File: src/rtl/issue_sel_pkg.sv
package issue_sel_pkg;
  parameter int CLASS_COUNT = 4;

  typedef logic [CLASS_COUNT-1:0] classVec_t;

  // strobes from selection control to unit tracking datapath
  typedef struct packed {
    classVec_t grant;
    classVec_t relNextSet;
    classVec_t launchMulti;
    classVec_t busyEvt;
  } selStrobe_t;
endpackage

File: src/rtl/issue_sel_ctrl.sv
module issue_sel_ctrl
  import issue_sel_pkg::*;
#(
  parameter int ISSUE_WIDTH = 2,
  parameter int SEQ_W       = 8,
  parameter int LAT_W       = 4,
  localparam int CNT_W      = $clog2(CLASS_COUNT + 1)
) (
  input  logic                         execReady,
  input  classVec_t                    headValid,
  input  classVec_t                    headSquashed,
  input  logic [CLASS_COUNT*SEQ_W-1:0] headSeq,
  input  classVec_t                    needsUnit,
  input  classVec_t                    unitFree,
  input  classVec_t                    unitHeld,
  input  logic [CLASS_COUNT*LAT_W-1:0] opLat,
  input  logic [CLASS_COUNT*LAT_W-1:0] issueLat,
  output selStrobe_t                   strobe,
  output classVec_t                    popHead,
  output logic [CNT_W-1:0]             issuedCount
);
  classVec_t live, blocked, elig, inReach, squashPop;
  logic [CNT_W-1:0] ahead [CLASS_COUNT];

  always_comb begin
    for (int c = 0; c < CLASS_COUNT; c++) begin
      live[c]    = headValid[c] & ~headSquashed[c];
      blocked[c] = needsUnit[c] & (~unitFree[c] | unitHeld[c]);
      elig[c]    = live[c] & ~blocked[c];
    end
    // count issuing classes that rank ahead of each class
    for (int c = 0; c < CLASS_COUNT; c++) begin
      ahead[c] = '0;
      for (int b = 0; b < CLASS_COUNT; b++) begin
        if (b != c && elig[b]) begin
          if ((headSeq[b*SEQ_W +: SEQ_W] < headSeq[c*SEQ_W +: SEQ_W]) ||
              ((headSeq[b*SEQ_W +: SEQ_W] == headSeq[c*SEQ_W +: SEQ_W]) && (b < c)))
            ahead[c] = ahead[c] + 1'b1;
        end
      end
      inReach[c] = execReady && (int'(ahead[c]) < ISSUE_WIDTH);
    end
  end

  always_comb begin
    strobe      = '0;
    issuedCount = '0;
    for (int c = 0; c < CLASS_COUNT; c++) begin
      strobe.grant[c]   = elig[c] & inReach[c];
      squashPop[c]      = headValid[c] & headSquashed[c] & inReach[c];
      strobe.busyEvt[c] = live[c] & blocked[c] & inReach[c];
      strobe.relNextSet[c] = strobe.grant[c] & needsUnit[c] &
                             ((opLat[c*LAT_W +: LAT_W] <= LAT_W'(1)) ||
                              (issueLat[c*LAT_W +: LAT_W] <= LAT_W'(1)));
      strobe.launchMulti[c] = strobe.grant[c] & needsUnit[c] &
                              (opLat[c*LAT_W +: LAT_W] > LAT_W'(1));
      popHead[c] = strobe.grant[c] | squashPop[c];
      issuedCount = issuedCount + CNT_W'(strobe.grant[c]);
    end
  end
endmodule

File: src/rtl/issue_sel_track.sv
module issue_sel_track
  import issue_sel_pkg::*;
#(
  parameter int LAT_W  = 4,
  parameter int BUSY_W = 16
) (
  input  logic                         clk,
  input  logic                         rstN,
  input  selStrobe_t                   strobe,
  input  logic [CLASS_COUNT*LAT_W-1:0] issueLat,
  output classVec_t                    unitHeld,
  output classVec_t                    unitRelease,
  output classVec_t                    opComplete,
  output logic [BUSY_W-1:0]            busyCount
);
  localparam int EVT_W = $clog2(CLASS_COUNT + 1);

  classVec_t relNextQ;

  generate
    for (genvar c = 0; c < CLASS_COUNT; c++) begin : g_unit
      logic [LAT_W-1:0] timerQ;
      logic             nonPipeQ;
      logic [LAT_W-1:0] lat;
      logic [LAT_W-1:0] delay;

      assign lat   = issueLat[c*LAT_W +: LAT_W];
      assign delay = (lat > LAT_W'(1)) ? lat - LAT_W'(1) : LAT_W'(1);

      always_ff @(posedge clk or negedge rstN) begin
        if (!rstN) begin
          timerQ   <= '0;
          nonPipeQ <= 1'b0;
          relNextQ[c] <= 1'b0;
        end else begin
          relNextQ[c] <= strobe.relNextSet[c];
          if (strobe.launchMulti[c]) begin
            timerQ   <= delay;
            nonPipeQ <= (lat > LAT_W'(1));
          end else if (timerQ != '0) begin
            timerQ <= timerQ - LAT_W'(1);
          end
        end
      end

      assign opComplete[c]  = (timerQ == LAT_W'(1));
      assign unitHeld[c]    = (timerQ != '0) & nonPipeQ;
      assign unitRelease[c] = relNextQ[c] | (opComplete[c] & nonPipeQ);
    end
  endgenerate

  logic [EVT_W-1:0] evtSum;
  always_comb begin
    evtSum = '0;
    for (int c = 0; c < CLASS_COUNT; c++) evtSum = evtSum + EVT_W'(strobe.busyEvt[c]);
  end

  always_ff @(posedge clk or negedge rstN) begin
    if (!rstN) busyCount <= '0;
    else       busyCount <= busyCount + BUSY_W'(evtSum);
  end
endmodule

File: src/rtl/issue_select.sv
module issue_select
  import issue_sel_pkg::*;
#(
  parameter int ISSUE_WIDTH = 2,
  parameter int SEQ_W       = 8,
  parameter int LAT_W       = 4,
  parameter int BUSY_W      = 16,
  localparam int CNT_W      = $clog2(CLASS_COUNT + 1)
) (
  input  logic                         clk,
  input  logic                         rstN,
  input  logic                         execReady,
  input  logic [CLASS_COUNT-1:0]       headValid,
  input  logic [CLASS_COUNT-1:0]       headSquashed,
  input  logic [CLASS_COUNT*SEQ_W-1:0] headSeq,
  input  logic [CLASS_COUNT-1:0]       needsUnit,
  input  logic [CLASS_COUNT-1:0]       unitFree,
  input  logic [CLASS_COUNT*LAT_W-1:0] opLat,
  input  logic [CLASS_COUNT*LAT_W-1:0] issueLat,
  output logic [CLASS_COUNT-1:0]       issueGrant,
  output logic [CLASS_COUNT-1:0]       popHead,
  output logic [CNT_W-1:0]             issuedCount,
  output logic [CLASS_COUNT-1:0]       unitRelease,
  output logic [CLASS_COUNT-1:0]       opComplete,
  output logic [BUSY_W-1:0]            busyCount
);
  selStrobe_t strobe;
  classVec_t  unitHeld;

  issue_sel_ctrl #(
    .ISSUE_WIDTH(ISSUE_WIDTH), .SEQ_W(SEQ_W), .LAT_W(LAT_W)
  ) u_ctrl (
    .execReady(execReady), .headValid(headValid), .headSquashed(headSquashed),
    .headSeq(headSeq), .needsUnit(needsUnit), .unitFree(unitFree),
    .unitHeld(unitHeld), .opLat(opLat), .issueLat(issueLat),
    .strobe(strobe), .popHead(popHead), .issuedCount(issuedCount)
  );

  issue_sel_track #(
    .LAT_W(LAT_W), .BUSY_W(BUSY_W)
  ) u_track (
    .clk(clk), .rstN(rstN), .strobe(strobe), .issueLat(issueLat),
    .unitHeld(unitHeld), .unitRelease(unitRelease),
    .opComplete(opComplete), .busyCount(busyCount)
  );

  assign issueGrant = strobe.grant;
endmodule

File: config.mk
export PLATFORM = sky130hd
export DESIGN_NAME = issue_select
export DESIGN_NICKNAME = d
export VERILOG_FILES = /design/src/rtl/issue_sel_pkg.sv /design/src/rtl/issue_sel_ctrl.sv /design/src/rtl/issue_sel_track.sv /design/src/rtl/issue_select.sv
export SDC_FILE = /design/constraint.sdc
export NUM_CORES = 1
export LEC_CHECK = 0
export BUFFER_PORTS_ARGS = -buffer_cell sky130_fd_sc_hd__buf_2
export CORE_MARGIN = 2
export CORE_UTILIZATION = 59
export CTS_CLUSTER_SIZE = 28
export DETAILED_ROUTE_END_ITERATION = 10
export PLACE_DENSITY = 0.93
export SLEW_MARGIN = 15
export SYNTH_ARGS = -nofsm -noshare
export SYNTH_HDL_FRONTEND = slang
export SYNTH_SLANG_ARGS = --single-unit
File: constraint.sdc
create_clock -name clk -period 14.2 [get_ports clk]
set_input_delay 1.42 -clock clk [delete_from_list [all_inputs] [get_ports clk]]
set_output_delay 1.42 -clock clk [all_outputs]
set_load 0.02 [all_outputs]
# Word-level counts from Yosys, hierarchy flattened
# Cells that the tools add are included.
# word_totals
reg_bits	40
inputBits	83
# op_classes
n_addsub	23
magnitude_cmp	32
eq_ne	10
n_mux	36
n_bitwise	76
n_reduce_logical	22
# op_table
cell	n
$lt A8 B8 Y1	12
$and A1 B1 Y1	52
$mux W3	17
$eq A8 B8 Y1	6
$mux W4	12
$gt A4 B1 Y1 const B	8
$le A4 B1 Y1 const B	8
$sub A4 B1 Y4 const B	8
$add A3 B1 Y3 const B	7
$add A16 B3 Y16	1
$eq A4 B1 Y1 const B	4
$reduce_bool A4 Y1	4
$add A3 B1 Y3	4
$lt A3 B2 Y1 const B	4
$not A1 Y1	12
$or A1 B1 Y1	12
$logic_or A1 B1 Y1	10
$reduce_bool A2 Y1	4
$mux W1	7
$add A1 B1 Y2	2
$logic_and A1 B1 Y1	4
$add A1 B1 Y2 const B	1

# Logic depth before layout (Yosys ltp)
# Gate-level depths: netlist of the first run.
# depth
word_depth	20
mapped_depth	24
ltp_nobuf	24

# Cells and area by module
# A second synthesis of the first run with hierarchy kept.
# hier_totals
cells_unflattened	485
area_unflattened_um2	4154.0
# by_module_without_submodules
mod	instances	cells_each	area_per_inst_um2
issue_sel_track	1	225	2298.5
issue_sel_ctrl	1	260	1855.5

# Worst setup path after synthesis of the first run
# No wires, ideal clock.
# synth_path
path_type	input to output
from	in headSeq[1]
to	out issuedCount[1]
arrival_ns	4.905
required_ns	12.780
path_slack_ns	7.875
cell_stages	16
cell_sequence	inv_1 > ha_1 > nor2b_1 > o21a_1 > o21a_1 > o21bai_1 > and3_1 > ha_1 > mux2_2 > ha_1 > or2_2 > mux2i_1 > and4_1 > ha_1 > fa_1 > ha_1
# synth_lines
element	line_no	text
from (decl)	issue_select.sv:15	input logic [CLASS_COUNT*SEQ_W-1:0] headSeq,
to (decl)	issue_select.sv:22	output logic [CNT_W-1:0] issuedCount,

# Worst setup path in the final report of the first run
# layout_path
from	in headSeq[1]
to	out issuedCount[1]
# layout_between
elab_chain_cells	16
elab_cells_between_ends	59
cone_classes	11 x add/sub; 10 x order compare; 3 x eq/ne; 24 x mux; 4 x bitwise; 7 x reduce/logical
# layout_lines
element	line_no	text
$lt A8 B8 Y1 / $eq A8 B8 Y1 (equally long branches)	issue_sel_ctrl.sv:36, issue_sel_ctrl.sv:37	
$logic_or A1 B1 Y1	issue_sel_ctrl.sv:36	if ((headSeq[b*SEQ_W +: SEQ_W] < headSeq[c*SEQ_W +: SEQ_W]) ||
$mux W1	issue_sel_ctrl.sv:36	
$mux W1	issue_sel_ctrl.sv:35	if (b != c && elig[b]) begin
$add A3 B1 Y3	issue_sel_ctrl.sv:38	ahead[c] = ahead[c] + 1'b1;
$mux W3	issue_sel_ctrl.sv:36	
$mux W3	issue_sel_ctrl.sv:35	
$add A3 B1 Y3	issue_sel_ctrl.sv:38	
$mux W3	issue_sel_ctrl.sv:36	
$mux W3	issue_sel_ctrl.sv:35	
$lt A3 B2 Y1	issue_sel_ctrl.sv:41	inReach[c] = execReady && (int'(ahead[c]) < ISSUE_WIDTH);
$logic_and A1 B1 Y1	issue_sel_ctrl.sv:41	
$and A1 B1 Y1	issue_sel_ctrl.sv:49	strobe.grant[c] = elig[c] & inReach[c];
$add A1 B1 Y2	issue_sel_ctrl.sv:58	issuedCount = issuedCount + CNT_W'(strobe.grant[c]);
$add A3 B1 Y3	issue_sel_ctrl.sv:58	
$add A3 B1 Y3 (*)	issue_sel_ctrl.sv:58	
# Every way passes the cells marked *; elsewhere a longest branch is shown, timed or not.

==> impl_metrics.env, run 1 <==
export IMPL_status="finished, final reports clean"
export IMPL_whs_path_depth=1
export IMPL_final_util_pct=71.79
export IMPL_ys_ff_latch=40
export IMPL_grt_overflow=0
export IMPL_grtUsageTotal_pct=28.49
export IMPL_critPathLaunchType="primary input"
export IMPL_layout_common_cells="buf_2 (113), ha_1 (79), inv_1 (52)"
export IMPL_coreArea_um2=7292
export IMPL_crit_slowest_cell="fa_1"
export IMPL_cts_root_buffer="clkbuf_8"
export IMPL_die_h_um=91.11
export IMPL_cp_end_kind="output pin"
export IMPL_max_slew_margin_pct=40.05
export IMPL_synth_avg_cell_area_um2=8.710
export IMPL_fin_crit_ns=7.023
export IMPL_row_count=31
export IMPL_cp_common_cell="ha_1"
export IMPL_cp_required_ns=12.78
export IMPL_slew_violations=0
export IMPL_tns_ns=0
export IMPL_cts_clk_slew_worst_paths_ns=0.08
export IMPL_cts_made_buffers=5
export IMPL_powerDensity_nw_per_um2=109.1
export IMPL_final_common_cell="buf_2"
export IMPL_clockBufferDepth=2
export IMPL_yosysSeqAreaShare_pct=22.36
export IMPL_skew_ns=0.003324
export IMPL_synthesis_nets=679
export IMPL_worstPathCellList="buf_2, inv_1, ha_1, nor2b_1, o21a_1, o21a_1, o21bai_1, and3_1, ha_1, mux2_2, ha_1, or2_2, mux2i_1, and4_1, ha_1, fa_1, ha_1, buf_2"
export IMPL_reg2reg_from="u_track.g_unit[1].timerQ[0]"
export IMPL_htreeDepth=2
export IMPL_start_util_pct=61.39
export IMPL_synthCells=514
export IMPL_cts_tree="done"
export IMPL_async_reset_ff_share_pct=100.0
export IMPL_max_cap_viol_count=0
export IMPL_ff2ff_setup_slack_ns=8.30
export IMPL_pin_count=118
export IMPL_final_hold_viol_count=0
export IMPL_p_leak_nw=2.779
export IMPL_max_stage_delay_ns=0.36
export IMPL_path_class="primary input to output pin"
export IMPL_multi_input_area_um2=3238
export IMPL_tightest_slew_ns=0.8992
export IMPL_cts_sink_count=40
export IMPL_synth_distinct_cells=63
export IMPL_fillers=586
export IMPL_area_growth_syn_to_layout_pct=16.94
export IMPL_postCtsSetupRepairBufs=0
export IMPL_reg2reg_depth=21
export IMPL_synth_flop_cell="dfrtp_1"
export IMPL_fp_dieW_um=91.11
export IMPL_drive_gt1_share_pct=22.29
export IMPL_gp_congestion=0.9303
export IMPL_netlist_area_um2=4477
export IMPL_synth_edf_count=0
export IMPL_vias_per_cell=5.975
export IMPL_hp_start="u_track.busyCount[15]"
export IMPL_ys_warn_count=0
export IMPL_worstPathArrival_ns=5.60
export IMPL_ff_latch_area_um2=1001
export IMPL_nets=792
export IMPL_timing_hold_ws_ns=0.4738
export IMPL_layout_cells_non_filler=727
export IMPL_preCtsSetupSlack_ns=7.273
export IMPL_antenna_found_initial=0
export IMPL_drtIter0Drc=172
export IMPL_hp_class="register to register"
export IMPL_grt_max_degree=41
export IMPL_grt_setup_unrepaired="no"
export IMPL_routedWlPerCell_um=15.98
export IMPL_io_buffers=113
export IMPL_via_count=4344
export IMPL_die_area_um2=8300
export IMPL_whs_endpoint="u_track.busyCount[15]"
export IMPL_max_freq_ghz=0.1424
export IMPL_grt_pass1_wl_um=19490
export IMPL_period_share_pct=49.46
export IMPL_grt_pass1_vias=4356
export IMPL_holdBufCountCts=0
export IMPL_placed_cells=719
export IMPL_path_max_fanout=4
export IMPL_first_pass_iters=5
export IMPL_setup_slack_ns=7.177
export IMPL_ir_worst_vdd_uv=70.77
export IMPL_clk_latency_ns=0.30
export IMPL_drc=0
export IMPL_ant_nets=0
export IMPL_wl_um=11620
export IMPL_r2r_end="u_track.busyCount[12]"
export IMPL_dpl_hpwl_um=9682
export IMPL_ctsResizeCount=0
export IMPL_setup_viol=0
export IMPL_antenna_cells=0
==> power by group <==
group	switching [mW]	leakage, nW	internal, mW
sequential	0.0352	0.507	0.152
combinational	0.156	2.22	0.133
clock	0.0426	0.0541	0.0520
==> critical path: cells and delay by family <==
family | cells | cell delay (ns)
buf+inv | 3 | 0.38
fa+ha+maj | 6 | 1.71
simple gates | 4 | 1.01
compound gates | 3 | 0.56
mux | 2 | 0.53
==> how the worst max path moves through the flow <==
stage | startpoint | endpoint | depth (start not counted)
2_1_floorplan | headSeq[1] | issuedCount[1] | 16
3_3_place_gp | headSeq[1] | issuedCount[1] | 18
3_5_place_dp | headSeq[1] | issuedCount[1] | 18
4_1_cts | headSeq[1] | issuedCount[1] | 18
5_1_grt | headSeq[1] | issuedCount[1] | 18
6_report | headSeq[1] | issuedCount[1] | 18
==> sequential cells by signal, summed over array words and instances, names as in the netlist <==
register                 count
u_track.g_unit.nonPipeQ      4
u_track.relNextQ             4
u_track.busyCount           16
u_track.g_unit.timerQ       16
==> routing by layer <==
layer | part of all wire [%] | GRT usage, % | up-vias
met5 | 0 | 0 | -
met4 | 2.3 | 6.818 | 0
met3 | 5.9 | 3.817 | 28
met2 | 51 | 54.07 | 161
met1 | 40 | 33.67 | 2033
li1 | - | - | 2122
==> final cells by class <==
class / instances / area share, %
sequential: 40 / 19.12
inverter: 52 / 3.728
clock buffer: 5 / 1.315
multi-input combinational: 415 / 61.85
clock inverter: 3 / 0.8126
timing repair buffer: 113 / 10.80
tap: 99 / 2.366
==> cell families (layout without fill, tap and decap cells) <==
group	count (synthesis)	count (layout)	synth area share [%]
AO/OA/AOI/OAI	121	121	18.84
XOR/XNOR	30	30	5.869
adder cells (fa/ha/maj)	82	82	23.42
buffers and inverters	59	173	5.310
flip-flops	40	40	22.36
multiplexers	11	11	2.599
AND/OR/NAND/NOR	171	171	21.60
==> through the flow <==
step / power, mW / instance area [um2]
5_1_grt: 0.6161 / 5235
2_1_floorplan: 0.3921 / 4477
3_5_place_dp: 0.4759 / 5124
6_report: 0.5714 / 5235
3_3_place_gp: 0.4548 / 5124
4_1_cts: 0.5711 / 5235
==> cell usage after synthesis (4+ instances only) <==
master | count | area [um2]
ha_1 | 79 | 988.5
inv_1 | 52 | 195.2
dfrtp_1 | 40 | 1001
a21oi_1 | 31 | 155.2
nor2_1 | 29 | 108.9
nor3_1 | 28 | 140.1
xnor2_1 | 27 | 236.5
nand2_1 | 22 | 82.58
a21o_1 | 17 | 127.6
nand4_1 | 15 | 93.84
and2_1 | 13 | 81.33
nor2b_1 | 13 | 81.33
a211oi_1 | 10 | 75.07
o21ai_0 | 9 | 45.04
nand3_1 | 7 | 35.03
a2bb2oi_1 | 6 | 52.55
mux2i_1 | 6 | 60.06
or2_2 | 6 | 37.54
or3_1 | 6 | 37.54
and4_1 | 5 | 43.79
mux2_2 | 5 | 56.30
o211ai_1 | 5 | 37.54
o21a_1 | 5 | 37.54
buf_4 | 4 | 30.03
nand2b_1 | 4 | 25.02
o22ai_1 | 4 | 25.02
(Power assumes the default switching activity.)
==> inputs of run 2 (changes only) <==
ABC_AREA = 1   (was not set)
CORE_UTILIZATION = 49   (was 59)
PLACE_DENSITY = 0.83   (was 0.93)
clock period = 5.78 ns   (was 14.2 ns; I/O delays follow)
==> impl_metrics.env, run 2 <==
export IMPL_status="finished, final reports clean"
export IMPL_synth_distinct_cells=40
export IMPL_ant_nets=0
export IMPL_max_cap_viol_count=0
export IMPL_clk_latency_ns=0.30
export IMPL_critPathTopFamily="adder cells"
export IMPL_pin_count=118
export IMPL_cts_made_buffers=5
export IMPL_preCtsSetupSlack_ns=-0.02067
export IMPL_max_slew_margin_pct=40.72
export IMPL_clockBufferDepth=2
export IMPL_combPwrFrac_pct=54.3
export IMPL_dpl_hpwl_um=9275
export IMPL_yosysTopAreaCell="dfrtp_1"
export IMPL_placed_cells=827
export IMPL_layout_cells_non_filler=841
export IMPL_drtIter0Drc=156
export IMPL_yosysSeqAreaShare_pct=22.40
export IMPL_drc=0
export IMPL_ys_ff_latch=40
export IMPL_synthesis_nets=767
export IMPL_ff_latch_area_um2=1001
export IMPL_grt_max_degree=41
export IMPL_critPathLaunchType="primary input"
export IMPL_via_count=4308
export IMPL_tightest_slew_ns=0.8892
export IMPL_p_sw_uw=634.2
export IMPL_ir_worst_vdd_uv=221.3
export IMPL_timing_hold_ws_ns=0.3966
export IMPL_stdcell_area_um2=5415
export IMPL_seqPwrFrac_pct=31.6
export IMPL_routedWlPerCell_um=13.23
export IMPL_reg2reg_from="u_track.g_unit[0].timerQ[1]"
export IMPL_yosysTopAreaCellShare_pct=22.40
export IMPL_synth_flop_cell="dfrtp_1"
export IMPL_final_hold_viol_count=0
export IMPL_r2r_end="u_track.busyCount[15]"
export IMPL_skew_ns=0.009917
export IMPL_ys_warn_count=0
export IMPL_ys_top_cells_by_area="dfrtp_1 (22%), ha_1 (22%), nand2_1 (12%)"
export IMPL_grt_pass1_vias=4342
export IMPL_ff2ff_setup_slack_ns=0.30
export IMPL_vias_per_cell=5.122
export IMPL_worst_path_buf_inv=3
export IMPL_fp_dieW_um=99.49
export IMPL_first_pass_iters=4
export IMPL_path_max_fanout=3
export IMPL_p_int_uw=758.2
export IMPL_cp_common_cell="ha_1"
export IMPL_crit_slowest_cell="fa_1"
export IMPL_cts_sink_count=40
export IMPL_powerDensity_nw_per_um2=257.1
export IMPL_synth_avg_cell_area_um2=7.422
export IMPL_tns_ns=0
export IMPL_async_reset_ff_share_pct=100.0
export IMPL_max_stage_delay_ns=0.39
export IMPL_antenna_found_initial=1
export IMPL_slew_violations=0
export IMPL_synth_edf_count=0
export IMPL_htreeDepth=2
export IMPL_dpl_cell_area_um2=5201
export IMPL_setup_viol=0
export IMPL_reg2reg_depth=30
export IMPL_p_clk_share_pct=14.0
export IMPL_worstPathArrival_ns=5.69
export IMPL_final_common_cell="nand2_1"
export IMPL_drive_gt1_share_pct=25.96
export IMPL_p_sw_share_pct=45.55
export IMPL_io_buffers=113
export IMPL_multi_input_area_um2=3070
export IMPL_cp_end_kind="register"
export IMPL_cts_tree="done"
export IMPL_cp_required_ns=5.97
export IMPL_fin_crit_ns=5.504
export IMPL_layout_common_cells="nand2_1 (138), buf_2 (113), inv_1 (105)"
export IMPL_wl_um=11130
export IMPL_coreArea_um2=8763
export IMPL_cts_clk_slew_worst_paths_ns=0.08
export IMPL_gp_congestion=0.8426
export IMPL_cts_root_buffer="clkbuf_8"
export IMPL_fillers=792
export IMPL_hp_class="primary input to asynchronous set/reset pin"
export IMPL_reg_largest_list="u_track.busyCount (16), u_track.g_unit.timerQ (16)"
export IMPL_area_growth_syn_to_layout_pct=21.20
export IMPL_max_freq_ghz=0.1817
export IMPL_die_area_um2=9898
export IMPL_p_leak_nw=3.291
export IMPL_synthCells=602
export IMPL_grtUsageTotal_pct=22.86
export IMPL_yosys_top_cells_count="nand2_1 (139), inv_1 (106), ha_1 (79)"
export IMPL_period_share_pct=95.22
export IMPL_setup_slack_ns=0.2764
export IMPL_path_class="primary input to register"
export IMPL_start_util_pct=50.99
export IMPL_row_count=34
export IMPL_synth_most_common_cell="nand2_1"
export IMPL_die_h_um=99.49
export IMPL_nets=896
export IMPL_netlist_area_um2=4468
export IMPL_grt_pass1_wl_um=18610
export IMPL_grt_overflow=0
==> run 2: cell families (layout without fill, tap and decap cells) <==
family | count (synthesis) | count (layout) | synth area share, %
other | 0 | 1 | 0
XOR/XNOR | 28 | 28 | 5.489
buffers and inverters | 122 | 252 | 10.70
AO/OA/AOI/OAI | 60 | 60 | 7.953
flip-flops | 40 | 40 | 22.40
adder cells (fa/ha/maj) | 82 | 82 | 23.47
AND/OR/NAND/NOR | 270 | 270 | 29.99
==> run 2: metal layers <==
metal  GRT usage, %  vias to the layer above  part of all wire, %
met1          27.00                     1992                   40
met2          42.67                      109                   53
met5              0                        -                    0
met3          2.952                       26                  4.4
met4          7.376                        0                  2.6
li1               -                     2181                    -
==> run 2: worst max-delay path by stage <==
stage / start / to / slack, ns / depth (start not counted)
after floorplan: headSeq[3] / u_track.busyCount[14] / 0.46 / 28
final: headSeq[1] / u_track.busyCount[15] / 0.28 / 30
after CTS: u_track.g_unit[0].timerQ[0] / u_track.busyCount[14] / 0.20 / 29
after detailed placement: headSeq[3] / u_track.busyCount[14] / -0.02 / 29
after global routing: u_track.g_unit[0].timerQ[1] / u_track.busyCount[13] / -0.07 / 30
after global placement: headSeq[3] / u_track.busyCount[14] / 0.11 / 26
==> run 2: metrics by stage <==
stage / util [%] / power (mW)
4_1_cts: 60.41 / 1.372
3_5_place_dp: 59.35 / 1.174
3_3_place_gp: 59.35 / 1.123
2_1_floorplan: - / 0.9605
5_1_grt: 61.79 / 1.535
6_report: 61.79 / 1.392
==> run 2: power groups by stage <==
stage	Combinational, mW	Clock (mW)	Sequential [mW]
2_1_floorplan	0.509	0	0.451
3_3_place_gp	0.685	0	0.437
3_5_place_dp	0.731	0	0.443
4_1_cts	0.736	0.197	0.439
5_1_grt	0.872	0.211	0.452
6_report	0.757	0.195	0.441
==> run 2: final cells by class <==
| class | count | area share (%) |
|---|---|---|
| Timing Repair Buffer | 128 | 12.52 |
| Multi-Input combinational cell | 440 | 56.70 |
| Antenna cell | 1 | 0.04621 |
| Sequential cell | 40 | 18.48 |
| Inverter | 116 | 8.041 |
| Tap cell | 108 | 2.495 |
| Clock inverter | 2 | 0.1848 |
| Clock buffer | 6 | 1.525 |
==> run 2: worst register-to-register path, delay by kind of cell (launching register included) <==
family / cells / cell delay, ns
buf+inv: 3 / 0.30
xor+xnor: 1 / 0.15
simple gates: 18 / 2.51
flops: 1 / 0.39
fa+ha+maj: 7 / 1.94
compound gates: 1 / 0.09
==> run 2: timing repair <==
action / 4_1_cts / 5_1_grt
buffers inserted: 0 / 5
resized for setup: 0 / 13
endpoints found under the setup margin: 0 / 6
endpoints found under the hold margin: 0 / 0
hold buffers: 0 / 0
